<file path="config.mk">
export PLATFORM = sky130hd
export DESIGN_NAME = tlb_asid_cache
export DESIGN_NICKNAME = d
export VERILOG_FILES = /design/src/rtl/tlb_pkg.sv /design/src/rtl/tlb_flush_decode.sv /design/src/rtl/tlb_entry_match.sv /design/src/rtl/tlb_rr_ptr.sv /design/src/rtl/tlb_asid_cache.sv
export SDC_FILE = /design/constraint.sdc
export NUM_CORES = 1
export LEC_CHECK = 0
export ABC_AREA = 1
export BUFFER_PORTS_ARGS = -buffer_cell sky130_fd_sc_hd__buf_2
export CAP_MARGIN = 10
export CORE_MARGIN = 4
export CORE_UTILIZATION = 50
export CTS_BUF_LIST = sky130_fd_sc_hd__clkbuf_8
export DETAILED_ROUTE_END_ITERATION = 16
export GPL_ROUTABILITY_DRIVEN = 0
export PLACE_DENSITY = 0.65
export SLEW_MARGIN = 25
export SYNTH_ARGS = -nofsm -noshare
export SYNTH_HDL_FRONTEND = slang
export SYNTH_SLANG_ARGS = --single-unit
</file>
<file path="constraint.sdc">
create_clock -name clk_i -period 2.6 [get_ports clk_i]
set_clock_uncertainty 0.05 [all_clocks]
set_input_delay 0.26 -clock clk_i [delete_from_list [all_inputs] [get_ports clk_i]]
set_output_delay 0.26 -clock clk_i [all_outputs]
set_load 0.01 [all_outputs]
</file>
<file path="src/rtl/tlb_pkg.sv">
package tlb_pkg;
  localparam int ASID_W = 7;
  localparam int VPN_W  = 20;
  localparam int VA_W   = 32;

  typedef enum logic [1:0] {
    FL_ALL     = 2'd0,
    FL_RSVD    = 2'd1,
    FL_SECTION = 2'd2,
    FL_GROUP   = 2'd3
  } flush_kind_e;

  typedef struct packed {
    logic              active;
    logic              asid_en;
    logic [ASID_W-1:0] asid;
    flush_kind_e       kind;
    logic [17:0]       addr;   // command bits [19:2]
  } flush_req_t;

  typedef struct packed {
    logic [ASID_W-1:0] asid;
    logic [VPN_W-1:0]  vpn;
    logic              rd;
    logic              wr;
    logic              ns;
  } tlb_tag_t;
endpackage

</file>
<file path="src/rtl/tlb_flush_decode.sv">
module tlb_flush_decode
  import tlb_pkg::*;
(
  input  logic        valid_i,
  input  logic [31:0] cmd_i,
  output flush_req_t  req_o
);
  flush_kind_e kind;
  logic        unused_cmd;

  assign kind       = flush_kind_e'(cmd_i[1:0]);
  assign unused_cmd = ^cmd_i[23:20];

  always_comb begin
    req_o.active  = valid_i && (kind != FL_RSVD);
    req_o.asid_en = cmd_i[31];
    req_o.asid    = cmd_i[30:24];
    req_o.kind    = kind;
    req_o.addr    = cmd_i[19:2];
  end
endmodule

</file>
<file path="src/rtl/tlb_entry_match.sv">
module tlb_entry_match
  import tlb_pkg::*;
(
  input  logic              valid_i,
  input  tlb_tag_t          tag_i,
  input  flush_req_t        req_i,
  input  logic              lkp_valid_i,
  input  logic [ASID_W-1:0] lkp_asid_i,
  input  logic [VPN_W-1:0]  lkp_vpn_i,
  output logic              kill_o,
  output logic              hit_o
);
  logic addr_ok, asid_ok;

  always_comb begin
    unique case (req_i.kind)
      FL_ALL:     addr_ok = 1'b1;
      FL_SECTION: addr_ok = (tag_i.vpn[19:10] == req_i.addr[17:8]);
      FL_GROUP:   addr_ok = (tag_i.vpn[19:2] == req_i.addr);
      default:    addr_ok = 1'b0;
    endcase
  end

  assign asid_ok = !req_i.asid_en || (tag_i.asid == req_i.asid);
  assign kill_o  = valid_i && req_i.active && addr_ok && asid_ok;
  // lookup observes post-invalidation state
  assign hit_o   = lkp_valid_i && valid_i && !kill_o &&
                   (tag_i.asid == lkp_asid_i) && (tag_i.vpn == lkp_vpn_i);
endmodule

</file>
<file path="src/rtl/tlb_rr_ptr.sv">
module tlb_rr_ptr #(
  parameter int NUM_ENTRIES = 8,
  localparam int IDX_W = (NUM_ENTRIES > 1) ? $clog2(NUM_ENTRIES) : 1
) (
  input  logic             clk_i,
  input  logic             rst_ni,
  input  logic             adv_i,
  output logic [IDX_W-1:0] ptr_o
);
  localparam logic [IDX_W-1:0] LAST = IDX_W'(NUM_ENTRIES - 1);

  always_ff @(posedge clk_i or negedge rst_ni) begin
    if (!rst_ni)    ptr_o <= '0;
    else if (adv_i) ptr_o <= (ptr_o == LAST) ? '0 : ptr_o + 1'b1;
  end


  rr_step_chk: assert property (@(posedge clk_i) disable iff (!rst_ni)
    adv_i |=> ptr_o == (($past(ptr_o) == LAST) ? '0 : $past(ptr_o) + 1'b1));

  rr_hold_chk: assert property (@(posedge clk_i) disable iff (!rst_ni)
    !adv_i |=> $stable(ptr_o));
endmodule

</file>
<file path="src/rtl/tlb_asid_cache.sv">
module tlb_asid_cache
  import tlb_pkg::*;
#(
  parameter int NUM_ENTRIES = 8,
  parameter int PFN_W       = 20
) (
  input  logic              clk_i,
  input  logic              rst_ni,
  input  logic              lkp_valid_i,
  input  logic [6:0]        lkp_asid_i,
  input  logic [31:0]       lkp_va_i,
  output logic              lkp_hit_o,
  output logic [PFN_W-1:0]  lkp_pfn_o,
  output logic              lkp_rd_o,
  output logic              lkp_wr_o,
  output logic              lkp_ns_o,
  input  logic              fill_valid_i,
  input  logic [6:0]        fill_asid_i,
  input  logic [19:0]       fill_vpn_i,
  input  logic [PFN_W-1:0]  fill_pfn_i,
  input  logic              fill_rd_i,
  input  logic              fill_wr_i,
  input  logic              fill_ns_i,
  input  logic              flush_valid_i,
  input  logic [31:0]       flush_cmd_i
);
  localparam int IDX_W = (NUM_ENTRIES > 1) ? $clog2(NUM_ENTRIES) : 1;

  logic [NUM_ENTRIES-1:0] valid_q, kill, hit;
  tlb_tag_t               tag_q [NUM_ENTRIES];
  logic [PFN_W-1:0]       pfn_q [NUM_ENTRIES];
  logic [IDX_W-1:0]       fill_ptr;
  flush_req_t             freq;
  logic [VPN_W-1:0]       lkp_vpn;
  logic                   unused_off;

  assign lkp_vpn    = lkp_va_i[31:12];
  assign unused_off = ^lkp_va_i[11:0];

  tlb_flush_decode i_dec (
    .valid_i (flush_valid_i),
    .cmd_i   (flush_cmd_i),
    .req_o   (freq)
  );

  tlb_rr_ptr #(.NUM_ENTRIES(NUM_ENTRIES)) i_rr (
    .clk_i  (clk_i),
    .rst_ni (rst_ni),
    .adv_i  (fill_valid_i),
    .ptr_o  (fill_ptr)
  );

  for (genvar e = 0; e < NUM_ENTRIES; e++) begin : g_ent
    tlb_entry_match i_match (
      .valid_i     (valid_q[e]),
      .tag_i       (tag_q[e]),
      .req_i       (freq),
      .lkp_valid_i (lkp_valid_i),
      .lkp_asid_i  (lkp_asid_i),
      .lkp_vpn_i   (lkp_vpn),
      .kill_o      (kill[e]),
      .hit_o       (hit[e])
    );
  end

  // refill wins over a same-cycle invalidation of its slot
  always_ff @(posedge clk_i or negedge rst_ni) begin
    if (!rst_ni) begin
      valid_q <= '0;
      for (int i = 0; i < NUM_ENTRIES; i++) begin
        tag_q[i] <= '0;
        pfn_q[i] <= '0;
      end
    end else begin
      for (int i = 0; i < NUM_ENTRIES; i++) begin
        if (fill_valid_i && (fill_ptr == IDX_W'(i))) begin
          valid_q[i]    <= 1'b1;
          tag_q[i].asid <= fill_asid_i;
          tag_q[i].vpn  <= fill_vpn_i;
          tag_q[i].rd   <= fill_rd_i;
          tag_q[i].wr   <= fill_wr_i;
          tag_q[i].ns   <= fill_ns_i;
          pfn_q[i]      <= fill_pfn_i;
        end else if (kill[i]) begin
          valid_q[i] <= 1'b0;
        end
      end
    end
  end

  // lowest index wins
  always_comb begin
    lkp_hit_o = 1'b0;
    lkp_pfn_o = '0;
    lkp_rd_o  = 1'b0;
    lkp_wr_o  = 1'b0;
    lkp_ns_o  = 1'b0;
    for (int i = NUM_ENTRIES - 1; i >= 0; i--) begin
      if (hit[i]) begin
        lkp_hit_o = 1'b1;
        lkp_pfn_o = pfn_q[i];
        lkp_rd_o  = tag_q[i].rd;
        lkp_wr_o  = tag_q[i].wr;
        lkp_ns_o  = tag_q[i].ns;
      end
    end
  end


  hit_needs_req_chk: assert property (@(posedge clk_i) disable iff (!rst_ni)
    lkp_hit_o |-> lkp_valid_i);

  fill_sets_slot_chk: assert property (@(posedge clk_i) disable iff (!rst_ni)
    fill_valid_i |=> valid_q[$past(fill_ptr)]);

  flush_all_clears_chk: assert property (@(posedge clk_i) disable iff (!rst_ni)
    (flush_valid_i && flush_cmd_i[1:0] == 2'd0 && !flush_cmd_i[31] && !fill_valid_i)
      |=> valid_q == '0);

  rsvd_no_effect_chk: assert property (@(posedge clk_i) disable iff (!rst_ni)
    (flush_valid_i && flush_cmd_i[1:0] == 2'd1 && !fill_valid_i) |=> $stable(valid_q));

  no_strobe_no_kill_chk: assert property (@(posedge clk_i) disable iff (!rst_ni)
    (!flush_valid_i && !fill_valid_i) |=> $stable(valid_q));

  fill_survives_chk: assert property (@(posedge clk_i) disable iff (!rst_ni)
    (fill_valid_i && flush_valid_i) |=> valid_q[$past(fill_ptr)]);
endmodule

</file>
==> impl_metrics.json <==
{
  "status": "complete, but fails checks",
  "failed_checks": "negative setup slack",
  "drive_gt1_frac": 0.226,
  "start_util": 0.507,
  "multi_input_area_um2": 11400,
  "fillers": 4090,
  "placed_cells": 3956,
  "ys_types": 42,
  "r2r_end": "tag_q[131]",
  "die_area_um2": 49600,
  "synth_common_cells": "nand2_1 (979), o21ai_0 (465), dfrtp_1 (411)",
  "reg2regPathDepth": 5,
  "clockPowerShare": 0.206,
  "seq_power_share": 0.424,
  "cp_max_fo": 9,
  "netlist_area_um2": 23000,
  "cts_buffer_depth": 3,
  "cts_root_buffer": "clkbuf_8",
  "synth-seq-cells": 411,
  "fin_nets": 3636,
  "p_comb_frac": 0.369,
  "rows": 78,
  "swShare": 0.412,
  "ant_nets": 0,
  "ctsHtreeMaxLevel": 3,
  "setup-violations-final": 24,
  "grt_pass1_vias": 22271,
  "dr.pass1.iters": 10,
  "finalCoreUtilization": 0.643,
  "routed_via_density": 5.69,
  "setup_ws_ps": -783,
  "power_density_nw_per_um2": 999,
  "cp_top_family": "simple AND/OR/NAND/NOR gates",
  "routedWlPerCell_um": 21.4,
  "synth-async-reset-ratio": 1.00,
  "hold_class": "primary input to flip-flop",
  "worstHoldStart": "fill_vpn_i[7]",
  "yosysTopAreaCellShare": 0.446,
  "ys_seq_area_frac": 0.446,
  "hold_end": "tag_q[160]",
  "ys_warn_count": 0,
  "criticalPathCategory": "flip-flop to output pin",
  "synth_most_common_cell": "nand2_1",
  "avgSynthCellArea_um2": 7.46,
  "cpPeakStageDelay_ps": 430,
  "coreArea_um2": 45500,
  "grt_max_degree": 102,
  "cp.arrival_ps": 3070,
  "finalHoldViolCount": 0,
  "clock-sinks": 411,
  "tightest_slew_ps": 796,
  "intPower_mw": 17.2,
  "period_minus_slack_ps": 3380,
  "fp.dieW_um": 223,
  "r2r_slack_ps": 600,
  "insertion_delay_ps": 670,
  "p_leak_nw": 14.5,
  "instances_no_fill": 4156,
  "routed_wl_mm": 88.9,
  "drc_errors": 0,
  "synth_edf_count": 0,
  "grtUsageTotal": 0.350,
  "portBuffers": 133,
  "slew_headroom": 0.470,
  "drt_iter0_markers": 3034,
  "grt_pass1_wl_mm": 133,
  "maxCapViolations": 0,
  "yosysTopAreaCell": "dfrtp_1",
  "slew_viol_final": 0,
  "grt-ovfl-total": 0,
  "synthTopCellsByArea": "dfrtp_1 (45%), nand2_1 (16%), o21ai_0 (10%)",
  "cp_data_required_time_ps": 2290,
  "min_path_cells": 3,
  "rsz0062_at_grt": "true",
  "syn-instance-count": 3087,
  "cts_tree": "yes",
  "antenna_found_initial": 4,
  "cp_cell_sequence": "xnor2_1 > buf_4 > o2111ai_1 > nor3_1 > nand3_1 > nor2_4 > buf_4 > buf_12 > nand3_1 > nand2_1 > inv_1 > a21oi_2 > buf_2",
  "die_y_um": 223,
  "peakVddDrop_uv": 630,
  "io_pins": 150,
  "cpMaxStageDelayCell": "dfrtp_1",
  "p_sw_mw": 12.0,
  "final_area_um2": 29200,
  "regArea_um2": 10300,
  "synthesis.nets": 3219,
  "clk_pin_slew_worst_paths_ps": 60,
  "cts_buffers": 72,
  "clock.fmax_mhz": 296,
  "ys.flop_type": "dfrtp_1",
  "path_buf_inv": 5,
  "cp-end-kind": "output pin",
  "dpl.hpwl_mm": 63.4,
  "synthToLayoutAreaGrowth_pct": 26.9,
  "rr_startpoint": "i_rr.ptr_o[2]",
  "vias": 23647,
  "dp_slack_ps": -218,
  "place_area_um2": 26400,
  "period_share": 1.30,
  "worst_setup_path_start_kind": "flip-flop"
}
==> metrics by stage <==
step	hold slack [ps]	TNS (ps)	power [mW]
2_1_floorplan	-85.6	0	17.2
3_3_place_gp	279	-3810	21.7
3_5_place_dp	281	-4130	22.1
4_1_cts	3.30	-15910	28.5
5_1_grt	21.4	-19290	30.8
6_report	0.920	-16970	29.2
==> layer usage <==
metal	up-vias	routed length [um]	global-route usage
met2	1437	40300	0.549
li1	10716	-	-
met4	0	6720	0.215
met3	401	8810	0.0824
met1	11093	33000	0.440
met5	-	0	0
==> power by group through the flow <==
| stage | registers, mW | logic (mW) | clock network (mW) |
|---|---|---|---|
| 6_report | 12.4 | 10.8 | 6.03 |
| 5_1_grt | 12.6 | 11.8 | 6.36 |
| 4_1_cts | 12.2 | 10.1 | 6.10 |
| 3_5_place_dp | 12.3 | 9.80 | 0 |
| 3_3_place_gp | 12.2 | 9.52 | 0 |
| 2_1_floorplan | 11.3 | 5.97 | 0 |
==> sequential cells by signal, summed over array words and instances (netlist names) <==
name	cells
valid_q	8
tag_q	240
i_rr.ptr_o	3
pfn_q	160
==> area by class of cell <==
cell class / instances / area share
Sequential cell: 411 / 0.353
Inverter: 282 / 0.0364
Timing Repair Buffer: 515 / 0.146
Antenna cell: 6 / 0.000514
Multi-Input combinational cell: 2222 / 0.389
Clock buffer: 89 / 0.0419
Clock inverter: 31 / 0.00681
Tap cell: 600 / 0.0257
==> how the worst max path moves through the flow <==
stage / from / to / slack [ps] / depth (start not counted)
finish: tag_q[195] / lkp_pfn_o[4] / -780 / 13
global placement: flush_cmd_i[17] / lkp_pfn_o[16] / -200 / 19
floorplan: lkp_va_i[18] / lkp_ns_o / 530 / 15
global route: tag_q[83] / lkp_pfn_o[15] / -870 / 17
detailed placement: flush_cmd_i[17] / lkp_pfn_o[16] / -220 / 19
CTS: tag_q[55] / lkp_pfn_o[15] / -740 / 17
==> tightest hold or removal path, stage by stage <==
cell	delay, ps
buf_2	80
inv_1	140
o21ai_0	190
==> cells by family after synthesis <==
| logic type | Yosys count | synth area share |
|---|---|---|
| buffers and inverters | 454 | 0.0858 |
| DFF | 411 | 0.446 |
| xor gates and xnor gates | 181 | 0.0688 |
| and+or+nand+nor | 1440 | 0.258 |
| adders and majority gates | 6 | 0.00326 |
| AOI/OAI and AO/OA | 595 | 0.137 |
==> layout by cell type (no fill, tap or decap), types with 8 or more instances in the layout <==
master         instances
a21oi_1                9
a21oi_2               14
buf_12                37
buf_2                130
buf_4                271
buf_6                 24
clkbuf_8              89
dfrtp_1              385
dfrtp_2               26
dlygate4sd3_1         48
inv_1                253
inv_2                 47
nand2_1              929
nand2_2               47
nand2_4               13
nand3_1              129
nand3_4                9
nand3b_1              25
nand4_1               35
nor2_1               170
nor2_2                28
nor2_4                 9
nor3_1                14
nor3_2                 8
o21ai_0              462
o21ai_1               23
o22ai_1               59
xnor2_1              102
xor2_1                72
==> repair_timing <==
| item | in CTS | in global routing |
|---|---|---|
| setup buffers | 9 | 16 |
| endpoints found under the setup margin | 24 | 24 |
| pin swaps | 16 | 65 |
| gates resized for setup | 89 | 112 |
| endpoints found under the hold margin | 426 | 0 |
| hold buffers | 48 | 0 |
| gates cloned | 1 | 1 |
(Power assumes the default switching activity.)
